`src/rtl/dpi_pkg.sv`:
```
// Shared definitions for the delay-code loader.
// Assumes nothing beyond IEEE 1800-2017 packages.
package dpi_pkg;
    typedef enum logic {
        LD_SERIAL   = 1'b0,
        LD_PARALLEL = 1'b1
    } ld_mode_e;
endpackage

```
`src/rtl/dpi_sync.sv`:
```
// Multi-stage synchronizer with one extra history register for edge detection.
// Assumes each bundled bit is stable around the edges of interest (the
// parallel bus is quasi-static while enable moves).
module dpi_sync #(
    parameter int W      = 12,
    parameter int STAGES = 2
) (
    input  logic         clk,
    input  logic         rst_n,
    input  logic [W-1:0] d,
    output logic [W-1:0] q,
    output logic [W-1:0] q_prev
);
    logic [W-1:0] stg [STAGES];

    genvar gi;
    generate
        for (gi = 0; gi < STAGES; gi++) begin : g_stage
            if (gi == 0) begin : g_first
                // capture the raw pins
                always_ff @(posedge clk) begin
                    if (!rst_n) stg[0] <= '0;
                    else        stg[0] <= d;
                end
            end else begin : g_next
                // pass the sample one stage further
                always_ff @(posedge clk) begin
                    if (!rst_n) stg[gi] <= '0;
                    else        stg[gi] <= stg[gi-1];
                end
            end
        end
    endgenerate

    assign q = stg[STAGES-1];

    // keep the prior synchronized value for edge detection
    always_ff @(posedge clk) begin
        if (!rst_n) q_prev <= '0;
        else        q_prev <= q;
    end
endmodule

```
`src/rtl/dpi_shreg.sv`:
```
// Serial input register: shifts MSB-first toward the top bit; top bit is the
// serial output. Assumes shift_en is a one-cycle qualified clock-edge strobe.
module dpi_shreg #(
    parameter int CODE_W = 8
) (
    input  logic              clk,
    input  logic              rst_n,
    input  logic              shift_en,
    input  logic              ser_in,
    output logic [CODE_W-1:0] sreg_q,
    output logic              ser_out
);
    // shift one bit on each qualified serial-clock rise
    always_ff @(posedge clk) begin
        if (!rst_n)        sreg_q <= '0;
        else if (shift_en) sreg_q <= {sreg_q[CODE_W-2:0], ser_in};
    end

    assign ser_out = sreg_q[CODE_W-1];

    assert_shift_order_R4: assert property (@(posedge clk) disable iff (!rst_n)
        shift_en |=> (sreg_q[0] == $past(ser_in)));
endmodule

```
`src/rtl/dpi_commit.sv`:
```
// Active code register: parallel pass-through/latch or serial commit on enable
// fall, plus a one-cycle change strobe. Assumes ae_fall is a one-cycle strobe.
module dpi_commit
    import dpi_pkg::*;
#(
    parameter int CODE_W = 8
) (
    input  logic              clk,
    input  logic              rst_n,
    input  ld_mode_e          ld_mode,
    input  logic              ae_lvl,
    input  logic              ae_fall,
    input  logic [CODE_W-1:0] par_s,
    input  logic [CODE_W-1:0] sreg,
    output logic [CODE_W-1:0] code_q,
    output logic              code_chg
);
    logic [CODE_W-1:0] code_nxt;

    // select the next active code from the current loading mode
    always_comb begin
        code_nxt = code_q;
        unique case (ld_mode)
            LD_PARALLEL: if (ae_lvl || ae_fall) code_nxt = par_s;
            LD_SERIAL:   if (ae_fall)           code_nxt = sreg;
            default:     code_nxt = code_q;
        endcase
    end

    // hold the active code and flag every change of value
    always_ff @(posedge clk) begin
        if (!rst_n) begin
            code_q   <= '0;
            code_chg <= 1'b0;
        end else begin
            code_q   <= code_nxt;
            code_chg <= (code_nxt != code_q);
        end
    end

    assert_serial_hold_R6: assert property (@(posedge clk) disable iff (!rst_n)
        (ld_mode == LD_SERIAL && ae_lvl) |=> $stable(code_q));
    assert_chg_marks_R9: assert property (@(posedge clk) disable iff (!rst_n)
        code_chg |-> (code_q != $past(code_q)));
    assert_no_silent_R9: assert property (@(posedge clk) disable iff (!rst_n)
        !code_chg |-> (code_q == $past(code_q)));
endmodule

```
`src/rtl/dly_prog_if.sv`:
```
// Top of the delay-code loader. Synchronizes mode, enable, serial clock,
// serial data and the parallel bus, detects edges, and drives the serial
// register and the active code. Assumes the system clock is several times
// faster than the serial clock and enable pulses.
module dly_prog_if
    import dpi_pkg::*;
#(
    parameter int CODE_W      = 8,
    parameter int SYNC_STAGES = 2
) (
    input  logic              clk,
    input  logic              rst_n,
    input  logic              mode_sel,
    input  logic              addr_en,
    input  logic              sclk,
    input  logic              sdin,
    input  logic [CODE_W-1:0] par_code,
    output logic [CODE_W-1:0] code_out,
    output logic              sdout,
    output logic              sdout_oe,
    output logic              code_chg
);
    localparam int BUS_W = CODE_W + 4;
    localparam int I_SI  = CODE_W;
    localparam int I_SC  = CODE_W + 1;
    localparam int I_AE  = CODE_W + 2;
    localparam int I_MD  = CODE_W + 3;

    logic [BUS_W-1:0]  pin_raw, pin_s, pin_p;
    logic [CODE_W-1:0] sreg;
    logic              ser_bit, ae_lvl, ae_fall, sc_rise, shift_en;
    ld_mode_e          ld_mode;

    assign pin_raw = {mode_sel, addr_en, sclk, sdin, par_code};

    dpi_sync #(.W(BUS_W), .STAGES(SYNC_STAGES)) u_sync (
        .clk    (clk),
        .rst_n  (rst_n),
        .d      (pin_raw),
        .q      (pin_s),
        .q_prev (pin_p)
    );

    // decode synchronized levels and edges
    always_comb begin
        ld_mode  = pin_s[I_MD] ? LD_PARALLEL : LD_SERIAL;
        ae_lvl   = pin_s[I_AE];
        ae_fall  = !pin_s[I_AE] && pin_p[I_AE];
        sc_rise  = pin_s[I_SC] && !pin_p[I_SC];
        shift_en = sc_rise && ae_lvl && (ld_mode == LD_SERIAL);
    end

    dpi_shreg #(.CODE_W(CODE_W)) u_shreg (
        .clk      (clk),
        .rst_n    (rst_n),
        .shift_en (shift_en),
        .ser_in   (pin_s[I_SI]),
        .sreg_q   (sreg),
        .ser_out  (ser_bit)
    );

    dpi_commit #(.CODE_W(CODE_W)) u_commit (
        .clk      (clk),
        .rst_n    (rst_n),
        .ld_mode  (ld_mode),
        .ae_lvl   (ae_lvl),
        .ae_fall  (ae_fall),
        .par_s    (pin_s[CODE_W-1:0]),
        .sreg     (sreg),
        .code_q   (code_out),
        .code_chg (code_chg)
    );

    // serial output drives only inside a serial frame
    always_comb begin
        sdout_oe = ae_lvl && (ld_mode == LD_SERIAL);
        sdout    = sdout_oe && ser_bit;
    end

    assert_idle_sc_R7: assert property (@(posedge clk) disable iff (!rst_n)
        (sc_rise && !ae_lvl) |=> $stable(sreg));
    assert_quiet_so_R8: assert property (@(posedge clk) disable iff (!rst_n)
        !sdout_oe |-> !sdout);
    assert_par_track_R2: assert property (@(posedge clk) disable iff (!rst_n)
        (pin_s[I_MD] && ae_lvl) |=> (code_out == $past(pin_s[CODE_W-1:0])));
endmodule

```
`config.mk`:
```
export PLATFORM = sky130hd
export DESIGN_NAME = dly_prog_if
export DESIGN_NICKNAME = d
export VERILOG_FILES = /design/src/rtl/dpi_pkg.sv /design/src/rtl/dpi_sync.sv /design/src/rtl/dpi_shreg.sv /design/src/rtl/dpi_commit.sv /design/src/rtl/dly_prog_if.sv
export SDC_FILE = /design/constraint.sdc
export NUM_CORES = 1
export LEC_CHECK = 0
export ABC_AREA = 1
export BUFFER_PORTS_ARGS = -buffer_cell sky130_fd_sc_hd__buf_2
export CAP_MARGIN = 5
export CORE_ASPECT_RATIO = 1.75
export CORE_UTILIZATION = 35
export CTS_BUF_LIST = sky130_fd_sc_hd__clkbuf_16
export CTS_CLUSTER_DIAMETER = 60
export CTS_CLUSTER_SIZE = 10
export DETAILED_ROUTE_END_ITERATION = 8
export PLACE_DENSITY = 0.59
export SETUP_SLACK_MARGIN = 0.4
export SLEW_MARGIN = 10
export SYNTH_ARGS = -nofsm -noshare
export SYNTH_HDL_FRONTEND = slang
export SYNTH_HIERARCHICAL = 1
export SYNTH_SLANG_ARGS = --single-unit
```
`constraint.sdc`:
```
create_clock -name clk -period 4.18 [get_ports clk]
set_input_delay 0.418 -clock clk [delete_from_list [all_inputs] [get_ports clk]]
set_output_delay 0.418 -clock clk [all_outputs]
set_load 0.05 [all_outputs]
```
## Yosys cells after proc, flatten, opt, wreduce, memory -nomap -nowiden

Memory sizes are Yosys's and may differ from the RTL's.
Index checks and enable logic that the tools add are counted.

- Bits in registers: 28
- Memory bits (writable): 24
- Input bits: 14
- Output and inout port bits: 11
- Logic and storage cells: 26
- Memories: 1

Memory list:

| name | words | bits a word | read ports | clocked after Yosys merged registers in | wr ports | RTL line | text |
|---|---|---|---|---|---|---|---|
| u_sync.stg | 2 | 12 | 2 | 0 | 2 | dpi_sync.sv:14 | `logic [W-1:0] stg [STAGES];` |

- Eq/ne operators: 1
- Muxes and demuxes: 8
- Bitwise logic cells: 3
- Reductions and logical operators: 9

Operator list:

| operator | number |
|---|---|
| $mux W12 | 2 |
| $mux W8 | 2 |
| $pmux W8 S2 | 1 |
| $ne A8 B8 Y1 | 1 |
| $logic_and A1 B1 Y1 | 6 |
| $mux W1 | 3 |
| $logic_not A1 Y1 | 2 |
| $or A1 B1 Y1 | 2 |
| $logic_or A1 B1 Y1 | 1 |
| $not A1 Y1 | 1 |

## Depth between registers and ports, before layout

Gate-level depths: netlist of the first run.

- Word-level depth: 6
- Gate-level depth with buffers: 14
- Mapped depth without buffers: 13

## Modules after synthesis

The synthesis of the first run kept the hierarchy.

By module, submodules not included:

| module | instances | cells an instance | area an instance (µm²) | seq. area each (µm²) |
|---|---|---|---|---|
| dpi_sync | 1 | 112 | 1,032.2 | 720.7 |
| dpi_commit | 1 | 141 | 769.5 | 180.2 |
| dpi_shreg | 1 | 52 | 364.1 | 160.2 |
| dly_prog_if | 1 | 10 | 42.5 | 0.0 |

## Least setup slack after synthesis of the first run

No wires, ideal clock.

- Path kind: register -> output
- Start: memory u_sync.stg[1][10]
- End: output sdout
- Data arrival time: 1,122 ps
- Data required time: 3,762 ps
- Path slack: 2,640 ps
- Stages on the path, launching flop included: 3
- Path buffers: 0
- Path through: dfxtp_1 nand2_2 nor2_1

RTL lines:

| item | RTL line | text |
|---|---|---|
| start: declaration | dpi_sync.sv:14 |  |
| end: declaration | dly_prog_if.sv:19 | `output logic sdout,` |

==> qor.yml, run 1 <==
required_ps: 4350
cap_violations: 0
stdcell_area_um2: 2157
initial_core_util: 0.3648
wirelength_um: 3521
grt_overflow_total: 0
final.setup.tns_ps: 0
syn_area_um2: 1933
dp.cells: 370
coreArea_um2: 5299
p_leak_nw: 1.142
synthCells: 285
path_clk_slew_ps: 60
grt_use_total: 0.1403
setup_violations: 0
hold_violations: 0
io_buffers: 24
period_needed_ps: 2101
p_total_w: 0.0008941
antenna_left: 0
critPathKind: "register to register"
power_density_nw_per_um2: 414.5
firstDrtPassIters: 4
cts.htree.levels: 2
syn_nets: 299
fin_crit_sh: 0.5027
die_x_um: 58.18
hp-class: "primary input to register"
antenna_found_initial: 0
start_kind: "register"
crit_arrival_ps: 2280
row_count: 35
final_cell_mix: "nand2_1, inv_1, dfxtp_1"
outcome: "finished, final reports clean"
max-slew-margin-rel: 0.5517
cts.repair.resized: 0
cts_buffers: 5
mostFrequentLayoutCell: "nand2_1"
cts_max_path_buffers: 2
fmax_mhz: 475.9
layout.cells.non_filler: 378
routedWlPerCell_um: 9.315
rsz0062_at_grt: "false"
io_pins: 25
drive_gt1_frac: 0.1349
skew_ps: 2.977
hold_buffers: 0
drc_errors: 0
dp_hpwl_um: 2440
globalplace.congestion: 0.7972
drv_slew: 0
grt_pass1_vias: 1348
cp-end-kind: "register"
drtIter0Drc: 36
diodes: 0
crit_fanout: 12
clock_latency_ps: 280
dieArea_um2: 5836
placed_area_um2: 2016
die_h_um: 100.3
postSynthAreaPerCell_um2: 6.783
grt_max_degree: 36
num-fill-cells: 562
vias: 1585
detail_route.vias_per_cell: 4.193
worst_slew_pin_slew_ps: 670.0
vdd_drop_max_mv: 0.2596
cts_tree: "done"
ys.warnings.count: 6
whs_ps: 310.2
area_growth_pct: 11.59
nNetsFinal: 317
grt_pass1_wl_um: 5968
post_cts_buffers: 0
numClockSinks: 43
clockRootBuffer: "clkbuf_16"
-- path summary, 6_finish.rpt --
kind,from,endpoint,slack [ps],depth (start not counted)
min reg2reg,u_sync/stg[0][3]$_SDFF_PN0_,u_sync/stg[1][3]$_SDFF_PN0_,410,2
max reg2reg,u_sync/stg[1][10]$_SDFF_PN0_,u_commit/code_chg$_SDFF_PN0_,2080,12
max,u_sync/stg[1][10]$_SDFF_PN0_,u_commit/code_chg$_SDFF_PN0_,2080,12
min,addr_en,u_sync/stg[0][10]$_SDFF_PN0_,310,3
-- through the flow --
stage | util | setup slack, ps
global placement | 0.3804 | 2150
CTS | 0.4071 | 2077
floorplan | - | 2640
global route | 0.4071 | 1802
detailed placement | 0.3804 | 2076
finish | 0.4071 | 2079
-- cell type report --
class | count | area, um^2 | area share
Clock buffer | 5 | 125.1 | 0.05800
Clock inverter | 3 | 16.27 | 0.007541
Inverter | 56 | 210.2 | 0.09745
Multi-Input combinational cell | 173 | 732.0 | 0.3393
Sequential cell | 43 | 860.8 | 0.3991
Tap cell | 74 | 92.59 | 0.04292
Timing Repair Buffer | 24 | 120.1 | 0.05568
-- registers in the layout, indices dropped and copies added (netlist names) --
name               flops
u_sync/q_prev          2
u_sync/stg            24
u_commit/code_chg      1
u_shreg/sreg_q         8
u_commit/code_q        8
-- per-layer routing --
layer | up-vias | global-route usage | part of all wire
li1 | 870 | - | -
met1 | 668 | 0.1451 | 0.42
met2 | 40 | 0.2449 | 0.51
met3 | 7 | 0.03608 | 0.041
met4 | 0 | 0.08791 | 0.029
met5 | - | 0 | 0
-- worst max-delay path, stage by stage (launching register included) --
cell,delay (ps)
dfxtp_1,350
nor2_1,550
inv_2,230
nand2_4,190
nand2_1,80
nand3_1,90
nand2_1,80
nand2_1,60
nand2_1,60
nor2_1,100
nand2_1,60
nor2_1,100
nor2_1,40
-- power by group --
| group | internal, W | total, W | leakage [nW] | switching [W] |
|---|---|---|---|---|
| logic | 0.0000272 | 0.0000837 | 0.718 | 0.0000566 |
| registers | 0.000426 | 0.000435 | 0.353 | 0.00000880 |
| clock network | 0.000218 | 0.000376 | 0.0710 | 0.000158 |
| total | 0.000671 | 0.000894 | 1.14 | 0.000223 |
No activity file was read; power rests on OpenSTA's default activity.
==> inputs of run 2 (changes only) <==
==> constraint.sdc (replaced) <==
create_clock -name clk -period 2 [get_ports clk]
set_input_delay 0.2 -clock clk [delete_from_list [all_inputs] [get_ports clk]]
set_output_delay 0.2 -clock clk [all_outputs]
set_load 0.05 [all_outputs]
==> run 2 against run 1 <==
Total power up 110%. Non-clock buffer count up 6. Core utilization grew 1.3 points. Worst setup slack got worse by 1600 ps. Via count is 2.1% higher. Largest cell class unchanged.
==> qor.yml, run 2 (synthesized netlist as in run 1, its figures left out) <==
crit_arrival_ps: 1730
cts.htree.levels: 2
rsz0062_at_grt: "true"
top_register: "u_sync/stg"
antenna_found_initial: 0
required_ps: 2160
detail_route.vias_per_cell: 4.203
grt_max_degree: 35
drc_errors: 0
period_needed_ps: 1564
drv_slew: 0
cts_max_path_buffers: 2
cts_buffers: 5
crit_fanout: 8
setup_violations: 0
p_leak_nw: 1.180
switching_share: 0.2445
clock_latency_ps: 280
maxUsedRoutingLayer: "met4"
power_density_nw_per_um2: 838.8
antenna_left: 0
diodes: 0
wirelength_um: 3528
dieArea_um2: 5836
timing.critical_path.mode_cell: "nand2_1"
final.setup.tns_ps: 0
row_count: 35
grt_pass1_wl_um: 5961
fin_crit_sh: 0.7821
p_int_w: 0.001409
p_seq_frac: 0.486
firstDrtPassIters: 4
area_growth_pct: 15.02
stdcell_area_um2: 2223
coreArea_um2: 5299
reg.largest.list: "u_sync/stg (24), u_commit/code_q (8), u_shreg/sreg_q (8)"
io_buffers: 24
slowest_delay_ps: 350
grt_pass1_vias: 1420
power.switching_w: 0.0004560
fmax_mhz: 639.3
final_cell_mix: "nand2_1, inv_1, dfxtp_1"
io_pins: 25
slowest_stage: "dfxtp_2"
hold_buffers: 0
grt_overflow_total: 0
vdd_drop_max_mv: 0.4838
clockRootBuffer: "clkbuf_16"
mostFrequentLayoutCell: "nand2_1"
max-slew-margin-rel: 0.7743
numClockSinks: 43
cp-end-kind: "register"
dp_hpwl_um: 2555
whs_ps: 94.04
skew_ps: 3.894
start_kind: "register"
hp-class: "primary input to register"
path_clk_slew_ps: 60
hold_violations: 0
routedWlPerCell_um: 9.164
vias: 1618
drive_gt1_frac: 0.1608
die_x_um: 58.18
placed_area_um2: 2061
worstPathCellList: "nor2_4, buf_6, a21oi_1, o21ai_0, nand2_1, nand2_1, nand2_1, nor2_1, nand2_1, nor2_1, nor2_1"
critPathKind: "register to register"
cap_violations: 0
grt_use_total: 0.1368
power.share.combinational: 0.101
largest_register_ffs: 24
initial_core_util: 0.3648
worst_slew_pin_slew_ps: 336.5
die_h_um: 100.3
met1_length_um: 1481
drtIter0Drc: 31
dr_wl_met2_um: 1835
num-fill-cells: 579
wl_met3_um: 124
p_clk_frac: 0.413
cts_tree: "done"
nNetsFinal: 324
p_total_w: 0.001865
globalplace.congestion: 0.8307
outcome: "finished, final reports clean"
[run 2: what timing repair did]
item	in CTS	in global routing
endpoints found under the setup margin	1	1
buffers inserted	0	0
endpoints found under the hold margin	0	0
gates resized for setup	2	3
cloned	0	1
pin swaps	1	2
[run 2: cell type report]
cell class / count / area [um^2] / share of cell area
clock buffers: 5 / 125.1 / 0.05627
clock inverters: 3 / 16.27 / 0.007316
inverters: 56 / 212.7 / 0.09567
multi-input cells: 174 / 745.7 / 0.3354
flip-flops and latches: 43 / 862.1 / 0.3877
well taps: 74 / 92.59 / 0.04164
repair buffers: 30 / 168.9 / 0.07597
[run 2: path summary, 6_finish.rpt]
| check | from | endpoint | slack [ps] | depth (start not counted) |
|---|---|---|---|---|
| hold reg to reg | u_sync/stg[0][9]$_SDFF_PN0_ | u_sync/stg[1][9]$_SDFF_PN0_ | 410 | 2 |
| setup / recovery | u_sync/stg[1][10]$_SDFF_PN0_ | u_commit/code_chg$_SDFF_PN0_ | 440 | 11 |
| setup reg to reg | u_sync/stg[1][10]$_SDFF_PN0_ | u_commit/code_chg$_SDFF_PN0_ | 440 | 11 |
| hold / removal | par_code[5] | u_sync/stg[0][5]$_SDFF_PN0_ | 90 | 3 |
[run 2: critical path: cells and delay by family, from the launching register on]
family / cells / cell delay, ps
simple gates: 8 / 750
compound gates: 2 / 180
flops: 1 / 350
buf+inv: 1 / 160
[run 2: per-stage QoR]
stage	setup slack [ps]	util	std cells
after floorplan	502.4	-	285
after global placement	276.0	0.3889	376
after detailed placement	239.1	0.3889	376
after CTS	418.5	0.4170	384
after global routing	303.4	0.4196	385
final	435.7	0.4196	385
[run 2: power by group through the flow]
stage	Sequential (W)	Clock [W]	Combinational (W)
finish	0.000906	0.000770	0.000188
global route	0.000910	0.000826	0.000213
CTS	0.000906	0.000795	0.000189
detailed placement	0.000925	0	0.000187
global placement	0.000925	0	0.000186
floorplan	0.000951	0	0.000126
[run 2: layer usage]
metal	up-vias	track usage
met5	-	0
met4	0	0.08242
met3	6	0.02706
met2	30	0.2511
met1	697	0.1369
li1	885	-
